## src/rtl/vq_pkg.sv

```systemverilog
package vq_pkg;

  // write actions produced by the width/offset decoder
  typedef enum logic [3:0] {
    OP_NONE,
    OP_STATUS,
    OP_MSIX,
    OP_QSEL,
    OP_QSIZE,
    OP_QVEC,
    OP_QEN,
    OP_DFSEL,
    OP_GFSEL,
    OP_GFEAT,
    OP_ADDR_LO,
    OP_ADDR_HI,
    OP_ADDR_FULL,
    OP_BAD
  } wop_e;

  // which ring base an address write targets
  typedef enum logic [1:0] {
    RING_DESC,
    RING_AVAIL,
    RING_USED,
    RING_NONE
  } ring_e;

  // read sources
  typedef enum logic [3:0] {
    RD_ZERO,
    RD_STATUS,
    RD_GEN,
    RD_MSIX,
    RD_NQ,
    RD_QSEL,
    RD_QSIZE,
    RD_QVEC,
    RD_QEN,
    RD_DFSEL,
    RD_DFEAT,
    RD_GFSEL
  } rop_e;

  // byte-wide offsets
  localparam int unsigned OFS_STATUS   = 'h14;
  localparam int unsigned OFS_GEN      = 'h15;
  // word-wide offsets
  localparam int unsigned OFS_MSIX     = 'h10;
  localparam int unsigned OFS_NQ       = 'h12;
  localparam int unsigned OFS_QSEL     = 'h16;
  localparam int unsigned OFS_QSIZE    = 'h18;
  localparam int unsigned OFS_QVEC     = 'h1A;
  localparam int unsigned OFS_QEN      = 'h1C;
  localparam int unsigned OFS_QNOTIFY  = 'h1E;
  // dword-wide offsets
  localparam int unsigned OFS_DFSEL    = 'h00;
  localparam int unsigned OFS_DFEAT    = 'h04;
  localparam int unsigned OFS_GFSEL    = 'h08;
  localparam int unsigned OFS_GFEAT    = 'h0C;
  localparam int unsigned OFS_DESC_LO  = 'h20;
  localparam int unsigned OFS_DESC_HI  = 'h24;
  localparam int unsigned OFS_AVAIL_LO = 'h28;
  localparam int unsigned OFS_AVAIL_HI = 'h2C;
  localparam int unsigned OFS_USED_LO  = 'h30;
  localparam int unsigned OFS_USED_HI  = 'h34;

  // merge a write into a 64-bit ring address
  function automatic logic [63:0] merge_addr(input wop_e op,
                                             input logic [63:0] cur,
                                             input logic [63:0] wd);
    logic [63:0] nxt;
    nxt = cur;
    case (op)
      OP_ADDR_LO:   nxt = {cur[63:32], wd[31:0]};
      OP_ADDR_HI:   nxt = {wd[31:0], cur[31:0]};
      OP_ADDR_FULL: nxt = wd;
      default:      nxt = cur;
    endcase
    return nxt;
  endfunction

endpackage

```

## src/rtl/vq_decode.sv

```systemverilog
module vq_decode
  import vq_pkg::*;
#(
  parameter int OFS_W = 8
) (
  input  logic             valid,
  input  logic             write,
  input  logic [OFS_W-1:0] offset,
  input  logic [3:0]       size,
  output wop_e             wop,
  output ring_e            ring,
  output rop_e             rop
);

  always_comb begin
    wop  = OP_NONE;
    ring = RING_NONE;
    rop  = RD_ZERO;
    if (valid && write) begin
      case (size)
        4'd1: begin
          if (offset == OFS_W'(OFS_STATUS)) wop = OP_STATUS;
          else                              wop = OP_BAD;
        end
        4'd2: begin
          case (offset)
            OFS_W'(OFS_MSIX):  wop = OP_MSIX;
            OFS_W'(OFS_QSEL):  wop = OP_QSEL;
            OFS_W'(OFS_QSIZE): wop = OP_QSIZE;
            OFS_W'(OFS_QVEC):  wop = OP_QVEC;
            OFS_W'(OFS_QEN):   wop = OP_QEN;
            default:           wop = OP_BAD;
          endcase
        end
        4'd4: begin
          case (offset)
            OFS_W'(OFS_DFSEL):    wop = OP_DFSEL;
            OFS_W'(OFS_GFSEL):    wop = OP_GFSEL;
            OFS_W'(OFS_GFEAT):    wop = OP_GFEAT;
            OFS_W'(OFS_DESC_LO):  begin wop = OP_ADDR_LO; ring = RING_DESC;  end
            OFS_W'(OFS_DESC_HI):  begin wop = OP_ADDR_HI; ring = RING_DESC;  end
            OFS_W'(OFS_AVAIL_LO): begin wop = OP_ADDR_LO; ring = RING_AVAIL; end
            OFS_W'(OFS_AVAIL_HI): begin wop = OP_ADDR_HI; ring = RING_AVAIL; end
            OFS_W'(OFS_USED_LO):  begin wop = OP_ADDR_LO; ring = RING_USED;  end
            OFS_W'(OFS_USED_HI):  begin wop = OP_ADDR_HI; ring = RING_USED;  end
            default:              wop = OP_BAD;
          endcase
        end
        4'd8: begin
          case (offset)
            OFS_W'(OFS_DESC_LO):  begin wop = OP_ADDR_FULL; ring = RING_DESC;  end
            OFS_W'(OFS_AVAIL_LO): begin wop = OP_ADDR_FULL; ring = RING_AVAIL; end
            OFS_W'(OFS_USED_LO):  begin wop = OP_ADDR_FULL; ring = RING_USED;  end
            default:              wop = OP_BAD;
          endcase
        end
        default: wop = OP_NONE;
      endcase
    end else if (valid && !write) begin
      case (size)
        4'd1: begin
          case (offset)
            OFS_W'(OFS_STATUS): rop = RD_STATUS;
            OFS_W'(OFS_GEN):    rop = RD_GEN;
            default:            rop = RD_ZERO;
          endcase
        end
        4'd2: begin
          case (offset)
            OFS_W'(OFS_MSIX):    rop = RD_MSIX;
            OFS_W'(OFS_NQ):      rop = RD_NQ;
            OFS_W'(OFS_QSEL):    rop = RD_QSEL;
            OFS_W'(OFS_QSIZE):   rop = RD_QSIZE;
            OFS_W'(OFS_QVEC):    rop = RD_QVEC;
            OFS_W'(OFS_QEN):     rop = RD_QEN;
            OFS_W'(OFS_QNOTIFY): rop = RD_QSEL;
            default:             rop = RD_ZERO;
          endcase
        end
        4'd4: begin
          case (offset)
            OFS_W'(OFS_DFSEL): rop = RD_DFSEL;
            OFS_W'(OFS_DFEAT): rop = RD_DFEAT;
            OFS_W'(OFS_GFSEL): rop = RD_GFSEL;
            default:           rop = RD_ZERO;
          endcase
        end
        default: rop = RD_ZERO;
      endcase
    end
  end

endmodule

```

## src/rtl/vq_dev_regs.sv

```systemverilog
module vq_dev_regs
  import vq_pkg::*;
(
  input  logic        clk,
  input  logic        rst_n,
  input  wop_e        wop,
  input  logic [63:0] wdata,
  output logic [7:0]  status,
  output logic [7:0]  cfg_gen,
  output logic [15:0] msix_cfg,
  output logic [15:0] qsel,
  output logic [31:0] dfsel,
  output logic [31:0] gfsel,
  output logic        ack_valid,
  output logic [63:0] ack_mask
);

  always_ff @(posedge clk) begin
    if (!rst_n) begin
      status   <= '0;
      msix_cfg <= '0;
      qsel     <= '0;
      dfsel    <= '0;
      gfsel    <= '0;
    end else begin
      case (wop)
        OP_STATUS: status   <= wdata[7:0];
        OP_MSIX:   msix_cfg <= wdata[15:0];
        OP_QSEL:   qsel     <= wdata[15:0];
        OP_DFSEL:  dfsel    <= wdata[31:0];
        OP_GFSEL:  gfsel    <= wdata[31:0];
        default:   ;
      endcase
    end
  end

  // generation count: read-only to the driver, nothing in scope advances it
  always_ff @(posedge clk) begin
    if (!rst_n) cfg_gen <= '0;
    else        cfg_gen <= cfg_gen;
  end

  // acknowledge strobe leaves in the cycle of the accepted write
  always_comb begin
    ack_valid = (wop == OP_GFEAT) && (gfsel < 32'd2);
    ack_mask  = '0;
    if (ack_valid) begin
      if (gfsel[0]) ack_mask = {wdata[31:0], 32'h0};
      else          ack_mask = {32'h0, wdata[31:0]};
    end
  end

endmodule

```

## src/rtl/vq_queue_array.sv

```systemverilog
module vq_queue_array
  import vq_pkg::*;
#(
  parameter int NQ   = 4,
  parameter int QMAX = 256
) (
  input  logic           clk,
  input  logic           rst_n,
  input  wop_e           wop,
  input  ring_e          ring,
  input  logic [63:0]    wdata,
  input  logic [15:0]    qsel,
  output logic [NQ-1:0]  q_ready,
  output logic [NQ*16-1:0] q_size,
  output logic [NQ*16-1:0] q_vector,
  output logic [NQ*64-1:0] q_desc,
  output logic [NQ*64-1:0] q_avail,
  output logic [NQ*64-1:0] q_used,
  output logic [15:0]    sel_size,
  output logic [15:0]    sel_vector,
  output logic           sel_ready
);

  localparam logic [15:0] QMAX16 = 16'(QMAX);

  logic [15:0] size_in;
  assign size_in = (wdata[15:0] > QMAX16) ? QMAX16 : wdata[15:0];

  for (genvar i = 0; i < NQ; i++) begin : g_slot
    logic        hit;
    logic        rdy_r;
    logic [15:0] size_r;
    logic [15:0] vec_r;
    logic [63:0] desc_r;
    logic [63:0] avail_r;
    logic [63:0] used_r;

    assign hit = (qsel == 16'(i));

    always_ff @(posedge clk) begin
      if (!rst_n) begin
        rdy_r   <= 1'b0;
        size_r  <= '0;
        vec_r   <= '0;
        desc_r  <= '0;
        avail_r <= '0;
        used_r  <= '0;
      end else if (hit) begin
        case (wop)
          OP_QSIZE: size_r <= size_in;
          OP_QVEC:  vec_r  <= wdata[15:0];
          OP_QEN:   rdy_r  <= (wdata[15:0] == 16'd1);
          OP_ADDR_LO, OP_ADDR_HI, OP_ADDR_FULL: begin
            case (ring)
              RING_DESC:  desc_r  <= merge_addr(wop, desc_r, wdata);
              RING_AVAIL: avail_r <= merge_addr(wop, avail_r, wdata);
              RING_USED:  used_r  <= merge_addr(wop, used_r, wdata);
              default:    ;
            endcase
          end
          default: ;
        endcase
      end
    end

    assign q_ready[i]           = rdy_r;
    assign q_size[i*16 +: 16]   = size_r;
    assign q_vector[i*16 +: 16] = vec_r;
    assign q_desc[i*64 +: 64]   = desc_r;
    assign q_avail[i*64 +: 64]  = avail_r;
    assign q_used[i*64 +: 64]   = used_r;
  end

  // window onto the selected slot, zero when the selector is out of range
  always_comb begin
    sel_size   = '0;
    sel_vector = '0;
    sel_ready  = 1'b0;
    for (int i = 0; i < NQ; i++) begin
      if (qsel == 16'(i)) begin
        sel_size   = q_size[i*16 +: 16];
        sel_vector = q_vector[i*16 +: 16];
        sel_ready  = q_ready[i];
      end
    end
  end

endmodule

```

## src/rtl/vq_common_regs.sv

```systemverilog
module vq_common_regs
  import vq_pkg::*;
#(
  parameter int NQ    = 4,
  parameter int QMAX  = 256,
  parameter int OFS_W = 8
) (
  input  logic               clk,
  input  logic               rst_n,
  input  logic               req_valid,
  input  logic               req_write,
  input  logic [OFS_W-1:0]   req_offset,
  input  logic [3:0]         req_size,
  input  logic [63:0]        req_wdata,
  output logic               rsp_valid,
  output logic [63:0]        rsp_rdata,
  output logic               wr_err,
  input  logic [63:0]        dev_features,
  output logic               ack_valid,
  output logic [63:0]        ack_mask,
  output logic [NQ-1:0]      q_ready,
  output logic [NQ*16-1:0]   q_size_o,
  output logic [NQ*16-1:0]   q_vector_o,
  output logic [NQ*64-1:0]   q_desc_o,
  output logic [NQ*64-1:0]   q_avail_o,
  output logic [NQ*64-1:0]   q_used_o
);

  localparam logic [15:0] NQ16 = 16'(NQ);

  wop_e  wop;
  ring_e ring;
  rop_e  rop;

  logic [7:0]  status;
  logic [7:0]  cfg_gen;
  logic [15:0] msix_cfg;
  logic [15:0] qsel;
  logic [31:0] dfsel;
  logic [31:0] gfsel;
  logic [15:0] sel_size;
  logic [15:0] sel_vector;
  logic        sel_ready;
  logic [63:0] rd_next;

  vq_decode #(.OFS_W(OFS_W)) u_decode (
    .valid  (req_valid),
    .write  (req_write),
    .offset (req_offset),
    .size   (req_size),
    .wop    (wop),
    .ring   (ring),
    .rop    (rop)
  );

  vq_dev_regs u_dev (
    .clk       (clk),
    .rst_n     (rst_n),
    .wop       (wop),
    .wdata     (req_wdata),
    .status    (status),
    .cfg_gen   (cfg_gen),
    .msix_cfg  (msix_cfg),
    .qsel      (qsel),
    .dfsel     (dfsel),
    .gfsel     (gfsel),
    .ack_valid (ack_valid),
    .ack_mask  (ack_mask)
  );

  vq_queue_array #(.NQ(NQ), .QMAX(QMAX)) u_queues (
    .clk        (clk),
    .rst_n      (rst_n),
    .wop        (wop),
    .ring       (ring),
    .wdata      (req_wdata),
    .qsel       (qsel),
    .q_ready    (q_ready),
    .q_size     (q_size_o),
    .q_vector   (q_vector_o),
    .q_desc     (q_desc_o),
    .q_avail    (q_avail_o),
    .q_used     (q_used_o),
    .sel_size   (sel_size),
    .sel_vector (sel_vector),
    .sel_ready  (sel_ready)
  );

  always_comb begin
    rd_next = '0;
    case (rop)
      RD_STATUS: rd_next = 64'(status);
      RD_GEN:    rd_next = 64'(cfg_gen);
      RD_MSIX:   rd_next = 64'(msix_cfg);
      RD_NQ:     rd_next = 64'(NQ16);
      RD_QSEL:   rd_next = 64'(qsel);
      RD_QSIZE:  rd_next = 64'(sel_size);
      RD_QVEC:   rd_next = 64'(sel_vector);
      RD_QEN:    rd_next = 64'(sel_ready);
      RD_DFSEL:  rd_next = 64'(dfsel);
      RD_GFSEL:  rd_next = 64'(gfsel);
      RD_DFEAT: begin
        if (dfsel == 32'd0)      rd_next = {32'h0, dev_features[31:0]};
        else if (dfsel == 32'd1) rd_next = {32'h0, dev_features[63:32]};
        else                     rd_next = '0;
      end
      default:   rd_next = '0;
    endcase
  end

  always_ff @(posedge clk) begin
    if (!rst_n) begin
      rsp_valid <= 1'b0;
      rsp_rdata <= '0;
      wr_err    <= 1'b0;
    end else begin
      rsp_valid <= req_valid && !req_write;
      if (req_valid && !req_write) rsp_rdata <= rd_next;
      wr_err    <= (wop == OP_BAD);
    end
  end

endmodule

```

## config.mk

```make
export PLATFORM = sky130hd
export DESIGN_NAME = vq_common_regs
export DESIGN_NICKNAME = d
export VERILOG_FILES = /design/src/rtl/vq_pkg.sv /design/src/rtl/vq_decode.sv /design/src/rtl/vq_dev_regs.sv /design/src/rtl/vq_queue_array.sv /design/src/rtl/vq_common_regs.sv
export SDC_FILE = /design/constraint.sdc
export NUM_CORES = 2
export LEC_CHECK = 0
export BUFFER_PORTS_ARGS = -buffer_cell sky130_fd_sc_hd__buf_4
export CORE_AREA = 8 8 451 453
export CTS_CLUSTER_DIAMETER = 30
export DETAILED_ROUTE_END_ITERATION = 16
export DIE_AREA = 0 0 459 461
export PLACE_DENSITY_LB_ADDON = 0.2
export SLEW_MARGIN = 20
export SYNTH_ARGS = -nofsm -noshare
export SYNTH_HDL_FRONTEND = slang
export SYNTH_HIERARCHICAL = 1
export SYNTH_SLANG_ARGS = --single-unit
```

## constraint.sdc

```tcl
create_clock -name clk -period 4 [get_ports clk]
set_input_delay 0.8 -clock clk [delete_from_list [all_inputs] [get_ports clk]]
set_output_delay 0.8 -clock clk [all_outputs]
set_load 0.02 [all_outputs]
```

==> results.cfg <==
[sta]
fmax_mhz = 243
slew_headroom = 0.286
rsz0062_at_grt = yes
setup_viol_count_final = 61
maxSlewViolCount = 0
fin_skew_ns = 0.0749
setup_ws_ns = -0.111
hold_violations = 0
finalCritPeriodShare = 1.03
finalCriticalPeriod_ns = 4.11
worst_slew_pin_slew_ns = 1.07

[placement]
dp_hpwl_um = 170000
place_congestion = 0.870
dp_worst_setup_slack_ns = -0.299
placed_cells = 8110
io_buffers = 1142

[worst_setup_path]
reg2reg_depth = 10
cp_max_fo = 6
critPathKind = in -> out
worstPathArrival_ns = 3.31
end_kind = primary output
reg2reg_slack_ns = 0.54
critPathRequiredTime_ns = 3.20
critPathLaunchType = input pin
r2r_end = rsp_rdata[13]
worstReg2RegStart = u_dev/qsel[8]

[clocking]
cts_max_level = 5
cts-root-buf = clkbuf_16
cts_buffers = 298
clkTransAtPathRegs_ns = 0.04
cts_buffer_depth = 4
clk_latency_ns = 0.90
cts_tree = done
clock-sinks = 1038

[synthesis]
synth-edff-count = 0
async_flop_share = 0
netlist_instances = 4458
ys_seq_area_frac = 0.482
synth_cell_types = 84
yosys_warnings = 6
avgSynthCellArea_um2 = 9.68
synth_seq_cells = 1038
synth_flop_cell = dfxtp_1
netlist_area_um2 = 43200

[floorplanning]
die_y_um = 461
fp.dieW_um = 459
start_util = 0.220
ioPinCount = 1175
dieArea_um2 = 212000
core_um2 = 196000
rows = 163

[hold_path]
min_path_type = in -> reg
min_delay_worst_endpoint = u_dev/gfsel[25]
hold_depth = 3
min_from = req_wdata[25]

[final_layout]
area_growth_pct = 57.4
drive_gt1_frac = 0.346
final_cells = 8641
fin_nets = 5928

[global_routing]
groute.usage.overall = 0.208
grt_pass1_wl_um = 317000
grt_max_degree = 162
first_global_vias = 39400
antenna_found_initial = 38
grt_overflow = 0

[route]
avgRoutedWirePerCell_um = 27.1
drc = 0
drt_iter0_drc = 2729
via_count = 39200
drtAntennaViolNets = 0
wl_um = 234000
avgViaCountPerCell = 4.54
first_pass_iters = 5

[pwr]
p_leak_nw = 30.9
power.density_nw_per_um2 = 509
ir_worst_vdd_v = 0.000297

[run]
cap_violations = 0

[run_status]
status = complete, but fails checks
violations = setup timing
layout make-up:
type	instances	area, µm²
fill	20000	128000
sequential	1038	20800
tap	2640	3300
clock inverter	92	1250
multi-input combinational	2985	21300
timing repair buffer	1450	12700
antenna	19	47.5
inverter	8	30.0
clock buffer	409	8550
metrics by stage:
step / setup TNS, ns / instance area [µm²] / hold WS (ns) / power [mW] / util
floorplan: 0 / 44000 / 0.434 / 11.0 / -
CTS: -5.12 / 67800 / 0.200 / 35.0 / 0.345
detailed placement: -44.02 / 57700 / 0.447 / 11.6 / 0.294
global placement: -33.19 / 57700 / 0.442 / 11.6 / 0.294
global route: -12.08 / 67900 / 0.230 / 35.6 / 0.346
finish: -4.95 / 67900 / 0.291 / 34.5 / 0.346
synthesized netlist by cell type (6+ instances only):
| cell type | n | area [µm²] |
|---|---|---|
| a22o_1 | 43 | 377 |
| a21oi_1 | 35 | 175 |
| a22oi_1 | 30 | 225 |
| and4_1 | 8 | 70.1 |
| nand3_1 | 14 | 70.1 |
| a32o_1 | 7 | 70.1 |
| clkbuf_1 | 259 | 972 |
| nor2_1 | 22 | 82.6 |
| buf_2 | 112 | 561 |
| mux4_2 | 19 | 428 |
| nor2b_1 | 17 | 106 |
| nand2_1 | 1249 | 4690 |
| a2bb2oi_1 | 15 | 131 |
| a311oi_1 | 21 | 184 |
| nor4_1 | 31 | 194 |
| and3_1 | 29 | 181 |
| buf_6 | 8 | 90.1 |
| a21boi_0 | 90 | 676 |
| buf_4 | 65 | 488 |
| nand4_1 | 28 | 175 |
| nand4_2 | 7 | 87.6 |
| a21boi_1 | 14 | 105 |
| a31oi_1 | 7 | 43.8 |
| a211oi_1 | 9 | 67.6 |
| nor3_1 | 6 | 30.0 |
| inv_1 | 8 | 30.0 |
| or4_1 | 35 | 263 |
| nor4_2 | 52 | 651 |
| o21ai_0 | 45 | 225 |
| nand2b_1 | 36 | 225 |
| o211ai_1 | 17 | 128 |
| dfxtp_1 | 1038 | 20800 |
| or3_1 | 17 | 106 |
| mux2i_1 | 907 | 9080 |
| and2_1 | 31 | 194 |
| buf_1 | 16 | 60.1 |
| a221oi_1 | 10 | 87.6 |
worst max path at each step:
stage / start / end / slack (ns)
final: req_size[2] / ack_mask[62] / -0.11
after global routing: req_size[2] / ack_mask[4] / -0.22
after global placement: req_size[0] / ack_mask[34] / -0.28
after detailed placement: req_size[0] / ack_mask[42] / -0.30
after floorplan: req_size[1] / ack_mask[10] / 0.01
after CTS: req_size[2] / ack_mask[42] / -0.11
worst max-delay path, stage by stage:
cell	delay [ns]
buf_8	0.11
or4b_4	0.56
a21o_4	0.25
a31oi_4	0.16
nor4bb_4	0.32
buf_4	0.18
nand4_1	0.10
buf_6	0.18
buf_12	0.16
buf_12	0.15
nor4_4	0.14
buf_4	0.19
logic make-up (layout without fill, tap and decap cells):
kind of cell / after synthesis / after routing / share of synthesized area
and+or+nand+nor: 1631 / 1631 / 0.179
other: 2 / 59 / 0.000174
DFF: 1038 / 1038 / 0.482
xor gates and xnor gates: 5 / 5 / 0.00101
muxes: 929 / 929 / 0.221
buffers and inverters: 473 / 1959 / 0.0522
AOI/OAI and AO/OA: 377 / 377 / 0.0645
adders and majority gates: 3 / 3 / 0.000870
power breakdown:
group          internal [mW]  switching, mW
clock                   16.4           6.75
combinational          0.281          0.736
sequential              10.4        0.00612
total                   27.1           7.49
cell usage in the layout, fill, tap and decap left out, drive strengths merged, types with 15 or more instances in the layout:
master,synthesis,routed
buf,201,1449
nand2,1249,1249
dfxtp,1038,1038
mux2i,907,907
clkbuf,260,410
a21boi,104,104
nor4,86,86
o21ai,45,45
a22o,45,45
clkinv,0,45
conb,2,40
nand4,38,38
nand2b,36,36
or4,36,36
a21oi,35,35
and2,32,32
a22oi,30,30
and3,29,29
bufinv,0,27
nor2,22,22
a311oi,21,21
or3,20,20
diode,0,19
mux4,19,19
o211ai,17,17
nor2b,17,17
a2bb2oi,15,15
nand3,15,15
metal layers:
metal,up-vias,GRT usage,wire length [µm]
met1,19100,0.243,92800
li1,18000,-,-
met3,392,0.0788,22200
met4,2,0.0971,11000
met5,-,0,13
met2,1730,0.337,108000
registers in the layout (all words and copies together) (netlist names):
signal	count
u_dev/status	8
u_dev/msix_cfg	16
rsp_valid	1
u_queues/g_slot.rdy_r	4
u_queues/g_slot.size_r	64
u_queues/g_slot.desc_r	256
u_queues/g_slot.vec_r	64
u_dev/dfsel	32
rsp_rdata	32
u_queues/g_slot.used_r	256
wr_err	1
u_queues/g_slot.avail_r	256
u_dev/gfsel	32
u_dev/qsel	16
what timing repair did:
action	CTS	global route
pin swaps	12	4
gates resized for setup	44	12
buffers inserted	6	2
cloned	3	1
setup endpoints to repair	65	65
hold buffers	0	0
(Power assumes the default switching activity.)
